--- config.mk ---
export PLATFORM = sky130hd
export DESIGN_NAME = exc_state_unit
export DESIGN_NICKNAME = d
export VERILOG_FILES = /design/src/rtl/exc_pkg.sv /design/src/rtl/exc_epc_reg.sv /design/src/rtl/exc_cause_reg.sv /design/src/rtl/exc_state_unit.sv
export SDC_FILE = /design/constraint.sdc
export NUM_CORES = 1
export LEC_CHECK = 0
export BUFFER_PORTS_ARGS = -buffer_cell sky130_fd_sc_hd__buf_4
export CORE_ASPECT_RATIO = 1.4
export CORE_MARGIN = 2
export CORE_UTILIZATION = 40
export DETAILED_ROUTE_END_ITERATION = 8
export PLACE_DENSITY = 0.84
export SLEW_MARGIN = 20
export SYNTH_ARGS = -nofsm -noshare
export SYNTH_HDL_FRONTEND = slang
export SYNTH_SLANG_ARGS = --single-unit
--- constraint.sdc ---
create_clock -name clk -period 1 [get_ports clk]
set_input_delay 0.05 -clock clk [delete_from_list [all_inputs] [get_ports clk]]
set_output_delay 0.05 -clock clk [all_outputs]
set_load 0.01 [all_outputs]
--- src/rtl/exc_pkg.sv ---
package exc_pkg;
   localparam int unsigned XLEN_DEF     = 32;
   localparam int unsigned PC_STEP_DEF  = 4;
   localparam int unsigned CODE_W_DEF   = 5;
   localparam int unsigned CODE_LSB_DEF = 2;
   localparam int unsigned CODE_ILLEGAL = 10;
   localparam int unsigned CODE_OVFLOW  = 12;
   localparam logic [31:0] HANDLER_ADDR = 32'h8000_0180;

   typedef enum logic {
      FAULT_ILLEGAL_OP = 1'b0,
      FAULT_OVERFLOW   = 1'b1
   } fault_kind_e;
endpackage

--- src/rtl/exc_epc_reg.sv ---
module exc_epc_reg #(
   parameter int unsigned XLEN   = 32,
   parameter int unsigned STEP   = 4,
   parameter bit          ADJUST = 1'b1
) (
   input  logic            clk,
   input  logic            rst_n,
   input  logic            we,
   input  logic [XLEN-1:0] pc_in,
   output logic [XLEN-1:0] epc_q
);
   localparam logic [XLEN-1:0] STEP_V = XLEN'(STEP);

   logic [XLEN-1:0] capt;

   generate
      if (ADJUST) begin : g_rewind
         assign capt = pc_in - STEP_V;

         AST_EPC_CAPTURE: assert property (@(posedge clk) disable iff (!rst_n)
            we |=> (epc_q + STEP_V) == $past(pc_in));
      end else begin : g_direct
         assign capt = pc_in;

         AST_EPC_CAPTURE: assert property (@(posedge clk) disable iff (!rst_n)
            we |=> epc_q == $past(pc_in));
      end
   endgenerate

   always_ff @(posedge clk or negedge rst_n) begin
      if (!rst_n)  epc_q <= '0;
      else if (we) epc_q <= capt;
   end

   AST_EPC_HOLD: assert property (@(posedge clk) disable iff (!rst_n)
      !we |=> $stable(epc_q));
endmodule

--- src/rtl/exc_cause_reg.sv ---
module exc_cause_reg
   import exc_pkg::*;
#(
   parameter int unsigned XLEN     = 32,
   parameter int unsigned CODE_W   = 5,
   parameter int unsigned CODE_LSB = 2,
   parameter int unsigned CODE_A   = 10,
   parameter int unsigned CODE_B   = 12
) (
   input  logic            clk,
   input  logic            rst_n,
   input  logic            we,
   input  fault_kind_e     kind,
   output logic [XLEN-1:0] cause_q
);
   localparam logic [XLEN-1:0] WORD_A     = XLEN'(CODE_A) << CODE_LSB;
   localparam logic [XLEN-1:0] WORD_B     = XLEN'(CODE_B) << CODE_LSB;
   localparam logic [XLEN-1:0] FIELD_MASK = ((XLEN'(1) << CODE_W) - XLEN'(1)) << CODE_LSB;

   logic [CODE_W-1:0] code;
   logic [XLEN-1:0]   word;

   always_comb begin
      unique case (kind)
         FAULT_OVERFLOW: code = CODE_W'(CODE_B);
         default:        code = CODE_W'(CODE_A);
      endcase
      word = '0;
      word[CODE_LSB +: CODE_W] = code;
   end

   always_ff @(posedge clk or negedge rst_n) begin
      if (!rst_n)  cause_q <= '0;
      else if (we) cause_q <= word;
   end

   AST_CAUSE_ILLEGAL: assert property (@(posedge clk) disable iff (!rst_n)
      (we && kind == FAULT_ILLEGAL_OP) |=> cause_q == WORD_A);
   AST_CAUSE_OVERFLOW: assert property (@(posedge clk) disable iff (!rst_n)
      (we && kind == FAULT_OVERFLOW) |=> cause_q == WORD_B);
   AST_CAUSE_HOLD: assert property (@(posedge clk) disable iff (!rst_n)
      !we |=> $stable(cause_q));
   AST_CAUSE_OUTSIDE_ZERO: assert property (@(posedge clk) disable iff (!rst_n)
      $countones(cause_q & ~FIELD_MASK) == 0);
endmodule

--- src/rtl/exc_state_unit.sv ---
module exc_state_unit
   import exc_pkg::*;
#(
   parameter int unsigned XLEN      = XLEN_DEF,
   parameter int unsigned PC_STEP   = PC_STEP_DEF,
   parameter bit          PC_REWIND = 1'b1,
   parameter int unsigned CODE_W    = CODE_W_DEF,
   parameter int unsigned CODE_LSB  = CODE_LSB_DEF,
   parameter int unsigned CODE_ILL  = CODE_ILLEGAL,
   parameter int unsigned CODE_OVF  = CODE_OVFLOW,
   parameter logic [31:0] VECTOR    = HANDLER_ADDR
) (
   input  logic            clk,
   input  logic            rst_n,
   input  logic            epc_we,
   input  logic            cause_we,
   input  logic            cause_sel,
   input  logic [XLEN-1:0] pc_in,
   output logic [XLEN-1:0] epc_q,
   output logic [XLEN-1:0] cause_q,
   output logic [XLEN-1:0] vector_addr
);
   localparam int unsigned CODE_MAX = (1 << CODE_W) - 1;
   localparam int unsigned FIELD_HI = CODE_LSB + CODE_W;

   generate
      if (FIELD_HI > XLEN) begin : g_bad_field
         $error("cause field does not fit in the register width");
      end
      if (CODE_ILL > CODE_MAX || CODE_OVF > CODE_MAX) begin : g_bad_code
         $error("cause code exceeds field width");
      end
      if (CODE_ILL == CODE_OVF) begin : g_same_code
         $error("cause codes must differ");
      end
      if (XLEN < 32) begin : g_narrow
         $error("register width below vector width");
      end
   endgenerate

   fault_kind_e kind;
   assign kind        = fault_kind_e'(cause_sel);
   assign vector_addr = XLEN'(VECTOR);

   exc_epc_reg #(
      .XLEN   (XLEN),
      .STEP   (PC_STEP),
      .ADJUST (PC_REWIND)
   ) u_epc (
      .clk   (clk),
      .rst_n (rst_n),
      .we    (epc_we),
      .pc_in (pc_in),
      .epc_q (epc_q)
   );

   exc_cause_reg #(
      .XLEN     (XLEN),
      .CODE_W   (CODE_W),
      .CODE_LSB (CODE_LSB),
      .CODE_A   (CODE_ILL),
      .CODE_B   (CODE_OVF)
   ) u_cause (
      .clk     (clk),
      .rst_n   (rst_n),
      .we      (cause_we),
      .kind    (kind),
      .cause_q (cause_q)
   );
endmodule

# Yosys cells after proc, flatten, opt, wreduce, memory -nomap -nowiden

Index checks and enable logic that the tools add are counted.

Bits in registers: 37
Bits of input ports: 37

Add/subtract/negate cells: 1
Mux-type cells: 1

Operators by type and width:

| operator                                                              | count |
|---|---|
| 32-bit by 3-bit subtractor with 32-bit output (second input constant) | 1 |
| 3-bit 2-to-1 mux                                                      | 1 |

# Depth between registers and ports, before layout

Gate-level depths: netlist of the first run.

Depth in word-level cells: 1
Gate-level depth with buffers: 7

# Cells and area by module

Synthesis of the first run repeated with hierarchy kept, for this count alone.

Cells, all modules: 269
Area total of the unflattened synthesis: 2357.3 µm²

Modules (own cells, without submodules):

| module         | instances | cells each | area each (µm²) | sequential area each (µm²) |
|---|---|---|---|---|
| exc_epc_reg    | 1         | 198        | 1778.0          | 800.8 |
| exc_cause_reg  | 1         | 37         | 331.6           | 75.1 |
| exc_state_unit | 1         | 34         | 247.7           | 0.0 |

# Worst setup path before layout of the first run

OpenSTA, ideal clock, no wires.

Path type: in2reg
From: input pc_in[19]
To: register u_epc.epc_q[31]
Setup time: 0.082 ns
Arrival: 1.724 ns
Slack: -0.805 ns
Cell stages on the path: 5
Path buffers: 1
Cell sequence: or4_1 > buf_2 > or4b_1 > or4_1 > a31oi_1

Word-level cells in the longest chain between the ends: 1

Ends and longest elaborated chain:

| element                                       | line                 | text |
|---|---|---|
| from (decl)                                   | exc_state_unit.sv:18 | `input logic [XLEN-1:0] pc_in,` |
| 32-bit by 3-bit subtractor with 32-bit output | exc_epc_reg.sv:18    | `assign capt = pc_in - STEP_V;` |
| to (signal assigned)                          | exc_epc_reg.sv:32    | `else if (we) epc_q <= capt;` |
| to (decl)                                     | exc_epc_reg.sv:10    | `output logic [XLEN-1:0] epc_q` |

No other way between the ends.
A chain may end at the register's enable or synchronous reset.

# Final worst setup path of the first run

From: input pc_in[19]
To: register u_epc.epc_q[25]

The elaborated chain is that of the path after synthesis.

==> metrics.yaml, run 1 <==
status:
  status: "complete, but fails checks"
  violations: "negative setup slack"
global_route:
  grt_max_degree: 39
  grt_pass1_wl_um: 9246
  grt_usage_pct: 18.39
  grt_overflow_total: 0
  grt_pass1_vias: 2139
  antenna_found_initial: 0
logic_synthesis:
  yosysTopAreaCellShare_pct: 37.10
  ys_ff_latch: 35
  ys_types: 37
  syn_area_per_cell_um2: 8.876
  synth_top_area_cell: "dfrtp_1"
  seq_area_frac_synth_pct: 37.10
  synth-async-reset-ratio_pct: 100.0
  yosysWarnings: 0
  synthTopCellsByCount: "buf_4 (61), dfrtp_1 (35), nor2_1 (31)"
  syn_inst: 266
  syn_area_um2: 2361
  synth-edff-count: 0
  synth.most_common_cell: "buf_4"
  synthFlopType: "dfrtp_1"
  synth_area_leaders: "dfrtp_1 (37%), buf_4 (19%), nor2_1 (4.9%)"
final_layout:
  multi_input_area_um2: 1395
  final_cell_area_um2: 3677
  n_fill_cell: 504
  seq_area_um2: 875.8
  nets: 439
  antenna_cells: 0
  drive_gt1_share_pct: 44.03
  area_delta_synth_final_pct: 55.75
critical_path:
  crit_buf_inv: 2
  worstSetupEndpointType: "register"
  worst_path_largest_cell_delay_ns: 0.56
  crit_chain: "buf_6 -> or4_4 -> buf_6 -> or4_4 -> or3_4 -> a31oi_1"
  worstSetupPathType: "primary input to register"
  critPathSlowestCell: "or4_4"
  start_kind: "primary input"
  crit_required_ns: 1.20
  critical_path.top_delay_family: "simple AND/OR/NAND/NOR gates"
  arrival_ns: 1.86
  crit_fanout: 4
clock_network:
  clkLatencyLatePin_ns: 0.28
  numCtsBuffers: 5
  htreeDepth: 2
  path_clk_slew_ns: 0.07
  clockRootBuffer: "clkbuf_8"
  clockBufferDepth: 2
  cts_tree: "yes"
  clock-sinks: 35
die:
  die_area_um2: 6542
  io_pins: 133
  core_region_area_um2: 5781
  rows: 33
  floorplan.initialDensity_pct: 40.84
  die_h_um: 94.91
  die_w_um: 68.93
sta:
  fin_worst_skew_ns: 0
  finalMaxSlewViolations: 0
  setup_viol: 18
  rsz0062_at_grt: "yes"
  post-route-period-util_pct: 166.2
  fin_crit_ns: 1.662
  setup_slack_ns: -0.6623
  max_freq_ghz: 0.6016
  hold_violations: 0
drt:
  via_per_inst: 4.856
  route.detailed.drc: 0
  first_iter_violations: 92
  vias: 2292
  drt_wl_total_um: 6188
  dr.pass1.iters: 4
  ant_nets: 0
  wl_per_cell_um: 13.11
job:
  maxCapViolCount: 0
power_and_ir_drop:
  totalPowerFinal_uw: 3749
  p_per_area_nw_per_um2: 1019
  max-vdd-ir-drop_mv: 0.6910
  p_leak_uw: 0.001664
hold_path:
  hp-class: "primary input to register"
placed_design:
  io_buffer_count: 71
  placed_area_um2: 3241
  place.gp.congestion: 0.8431
  dpl.hpwl_um: 4524
[layout make-up]
| class | instances | share of cell area, % |
|---|---|---|
| Clock buffer | 7 | 2.076 |
| Sequential cell | 35 | 23.82 |
| Inverter | 5 | 0.9867 |
| Timing Repair Buffer | 141 | 32.66 |
| Multi-Input combinational cell | 213 | 37.94 |
| Tap cell | 70 | 2.382 |
| Clock inverter | 1 | 0.1361 |
[cells by family (layout without fill, tap and decap cells)]
| group | Yosys count | after routing | synth area share (%) |
|---|---|---|---|
| XOR/XNOR | 11 | 11 | 4.080 |
| buffers and inverters | 77 | 154 | 21.99 |
| flip-flops | 35 | 35 | 37.10 |
| adder cells (fa/ha/maj) | 1 | 1 | 0.5299 |
| multiplexers | 6 | 6 | 2.756 |
| other | 2 | 61 | 0.3181 |
| AND/OR/NAND/NOR | 92 | 92 | 22.10 |
| AO/OA/AOI/OAI | 42 | 42 | 11.13 |
[registers in the layout, indices dropped and copies added, names as in the netlist]
register         count
u_cause.cause_q      3
u_epc.epc_q         32
[cells in the final DEF, fill, tap and decap left out, types with 5 or more instances in the layout]
| master | count |
|---|---|
| xor2_1 | 7 |
| nand4b_1 | 5 |
| conb_1 | 61 |
| nor4_4 | 5 |
| or3_1 | 6 |
| dfrtp_1 | 35 |
| or4_1 | 8 |
| clkbuf_8 | 5 |
| a21oi_1 | 13 |
| or4_4 | 5 |
| a31oi_1 | 12 |
| o31ai_1 | 8 |
| buf_4 | 109 |
| nor2_1 | 29 |
| buf_6 | 22 |
| dlygate4sd3_1 | 5 |
[final timing paths]
check	startpoint	to	slack (ns)	depth (start not counted)
setup reg to reg	u_epc.epc_q[26]	u_epc.epc_q[26]	-0.03	2
hold / removal	pc_in[31]	u_epc.epc_q[31]	0.07	3
hold reg to reg	u_cause.cause_q[5]	u_cause.cause_q[5]	0.48	1
min in group asynchronous	rst_n	u_epc.epc_q[11]	0.25	2
max in group asynchronous	rst_n	u_epc.epc_q[31]	0.41	2
setup / recovery	pc_in[19]	u_epc.epc_q[25]	-0.66	6
[tightest hold or removal path, stage by stage]
cell	delay [ns]
buf_4	0.12
o31ai_1	0.07
a31oi_1	0.08
[timing repair]
item | in CTS | in global routing
hold buffers | 5 | 0
pin swaps | 12 | 26
hold endpoints to repair | 39 | 0
endpoints found under the setup margin | 19 | 23
gates resized for setup | 26 | 26
setup buffers | 3 | 10
[stage by stage]
stage	cells	setup slack [ns]	TNS (ns)	hold WS, ns	util, %
2_1_floorplan	325	-0.7991	-6.568	-0.2456	-
3_3_place_gp	448	-0.9085	-12.38	0.03544	56.06
3_5_place_dp	448	-0.9658	-13.17	0.04433	56.06
4_1_cts	464	-0.5938	-4.818	0.04963	60.58
5_1_grt	472	-0.6749	-6.434	0.07523	63.61
6_report	472	-0.6623	-5.618	0.06591	63.61
[routing by layer]
metal | vias to the layer above | track usage [%] | wire length, µm
li1 | 1091 | - | -
met1 | 1095 | 19.51 | 2257
met2 | 96 | 34.78 | 3480
met3 | 10 | 3.456 | 358
met4 | 0 | 6.373 | 91
met5 | - | 0 | 0
[where the power goes]
part	internal (µW)	leakage [µW]	switching, µW
logic	568	0.00123	563
registers	1550	0.000395	72.6
clock network	489	0.0000422	509
total	2600	0.00166	1140
No activity file was read; power rests on OpenSTA's default activity.
==> run 2: changes to the inputs <==
--- a/config.mk
+++ b/config.mk
@@ -6,11 +6,13 @@
 export NUM_CORES = 1
 export LEC_CHECK = 0
 export BUFFER_PORTS_ARGS = -buffer_cell sky130_fd_sc_hd__buf_4
+export CELL_PAD_IN_SITES_DETAIL_PLACEMENT = 2
+export CELL_PAD_IN_SITES_GLOBAL_PLACEMENT = 2
 export CORE_ASPECT_RATIO = 1.4
 export CORE_MARGIN = 2
-export CORE_UTILIZATION = 40
+export CORE_UTILIZATION = 22
 export DETAILED_ROUTE_END_ITERATION = 8
-export PLACE_DENSITY = 0.84
+export PLACE_DENSITY = 0.85
 export SLEW_MARGIN = 20
 export SYNTH_ARGS = -nofsm -noshare
 export SYNTH_HDL_FRONTEND = slang
==> run 2 against run 1 <==
Effect of this change:
- the flow still finishes with violations (negative setup slack)
- via count rose by 3.6%
- total power up 16%
- clock-buffer cell count down 2
- non-clock buffer count grew 3
- cell area grew 6.4%
- fmax increased by 0.43%
- clock skew unchanged
- clock power rose by 52%
- largest cell class unchanged
- largest power group unchanged
==> metrics.yaml, run 2 (synthesis results as in run 1) <==
clock_network:
  clkLatencyLatePin_ns: 0.27  # about the same
  clockRootBuffer: "clkbuf_16"
  htreeDepth: 2  # unchanged
  clockBufferDepth: 2  # unchanged
  path_clk_slew_ns: 0.05  # -0.02 ns
  numCtsBuffers: 5  # unchanged
  clock-sinks: 35  # unchanged
  cts_tree: "yes"
final_layout:
  drive_gt1_share_pct: 48.40  # +4.4 points
  largest_reg_flops: 32  # unchanged
  largest-register: "u_epc.epc_q"
  reg_top3: "u_epc.epc_q: 32 flops, u_cause.cause_q: 3 flops"
  mostFrequentLayoutCells: "buf_4 (109), conb_1 (61), dfrtp_1 (35)"
  area_delta_synth_final_pct: 65.71
  fin_util_pct: 37.60  # -26 points
  layout_commonest_cell: "buf_4"
  nets: 442  # +0.68%
  antenna_cells: 0  # unchanged
placed_design:
  dpl.hpwl_um: 6423  # +42%
  place.gp.congestion: 0.7656  # -9.2%
  io_buffer_count: 71  # unchanged
sta:
  finalMaxSlewViolations: 0  # unchanged
  fin_worst_skew_ns: 0  # unchanged
  max_freq_ghz: 0.6042  # +0.43%
  fin_crit_ns: 1.655  # -0.007154 ns
  hold_violations: 0  # unchanged
  setup_slack_ns: -0.6552  # +0.007154 ns
  post-route-period-util_pct: 165.5  # -0.72 points
  setup_viol: 22  # +4
  rsz0062_at_grt: "yes"
  final.setup.tns_ns: -6.404  # -0.7856 ns
critical_path:
  rr_worst_depth: 2  # unchanged
  worstSetupPathType: "primary input to register"
  start_kind: "primary input"
  arrival_ns: 1.85  # about the same
  worstSetupEndpointType: "register"
  rrSetupSlack_ns: -0.01  # +0.02 ns
  r2r-end: "u_epc.epc_q[26]"
  crit_fanout: 3  # -1
  r2r_start: "u_epc.epc_q[26]"
  crit_required_ns: 1.20  # about the same
power_and_ir_drop:
  p_per_area_nw_per_um2: 1112  # +9.0%
  totalPowerFinal_uw: 4350  # +16%
  max-vdd-ir-drop_mv: 0.5274  # -24%
  p_leak_uw: 0.001732  # +4.1%
drt:
  first_iter_violations: 58  # -37%
  dr.pass1.iters: 4  # unchanged
  route.detailed.drc: 0  # unchanged
  drt_wl_total_um: 9106  # +47%
  ant_nets: 0  # unchanged
  wl_per_cell_um: 16.77  # +28%
  via_per_inst: 4.372  # -10%
  vias: 2374  # +3.6%
die:
  rows: 44  # +33%
  io_pins: 133  # unchanged
  floorplan.initialDensity_pct: 22.69  # -18 points
  core_region_area_um2: 10410  # +80%
  die_w_um: 91.56  # +33%
  die_area_um2: 11590  # +77%
  die_h_um: 126.6  # +33%
status:
  status: "complete, but fails checks"
  violations: "negative setup slack"
hold_path:
  hp-class: "primary input to register"
  min-delay-start: "pc_in[1]"
  holdPathEnd: "u_epc.epc_q[1]"
  holdPathStages: 2  # -1
global_route:
  grt_pass1_vias: 2634  # +23%
  antenna_found_initial: 0  # unchanged
  grt_overflow_total: 0  # unchanged
  grt_pass1_wl_um: 13810  # +49%
  grt_usage_pct: 15.14  # -3.3 points
  grt_max_degree: 51  # +31%
job:
  maxCapViolCount: 0  # unchanged
run 2: cell type report:
type / count / area (µm²)
multi-input cells: 213 / 1451
clock buffers: 5 / 125.1
well taps: 138 / 172.7
clock inverters: 3 / 15.01
repair buffers: 144 / 1236
fillers: 1128 / 6492
flip-flops and latches: 35 / 875.8
inverters: 5 / 36.28
run 2: worst max path at each step:
stage | depth (start not counted) | from | slack [ns] | end
2_1_floorplan | 5 | pc_in[19] | -0.80 | u_epc.epc_q[31]
3_3_place_gp | 5 | pc_in[26] | -0.93 | u_epc.epc_q[31]
3_5_place_dp | 5 | pc_in[26] | -0.97 | u_epc.epc_q[31]
4_1_cts | 6 | pc_in[21] | -0.60 | u_epc.epc_q[25]
5_1_grt | 5 | pc_in[21] | -0.67 | u_epc.epc_q[31]
6_report | 5 | pc_in[21] | -0.66 | u_epc.epc_q[31]
run 2: routing by layer:
metal / global-route usage, % / wire length (µm) / part of all wire (%) / vias to the layer above
met4: 4.902 / 145 / 1.6 / 0
met2: 30.49 / 5310 / 58 / 99
met1: 15.29 / 3172 / 35 / 1169
li1: - / - / - / 1096
met3: 2.672 / 478 / 5.2 / 10
met5: 0 / 0 / 0 / -
run 2: what timing repair did:
action | CTS | global route
setup buffers | 18 | 9
hold buffers | 4 | 0
resized for setup | 34 | 34
hold endpoints to repair | 37 | 0
pin swaps | 32 | 32
setup endpoints to repair | 21 | 24
cloned | 1 | 0
run 2: metrics by stage:
| step | hold slack, ns | instances | cell area, µm² | setup slack, ns |
|---|---|---|---|---|
| 3_5_place_dp | 0.05468 | 508 | 3278 | -0.9674 |
| 4_1_cts | 0.01170 | 538 | 3737 | -0.6040 |
| 3_3_place_gp | 0.04982 | 508 | 3278 | -0.9256 |
| 6_report | 0.01549 | 543 | 3913 | -0.6552 |
| 5_1_grt | 0.01607 | 543 | 3913 | -0.6712 |
| 2_1_floorplan | -0.2456 | 325 | 2723 | -0.7991 |
run 2: critical path: stages:
cell     delay, ns
buf_6         0.09
or4_4         0.56
or4b_4        0.54
or4_4         0.43
a31oi_1       0.18
run 2: where the power goes:
part | switching, µW | internal (µW)
clock | 608 | 909
sequential | 82.2 | 1550
combinational | 621 | 580
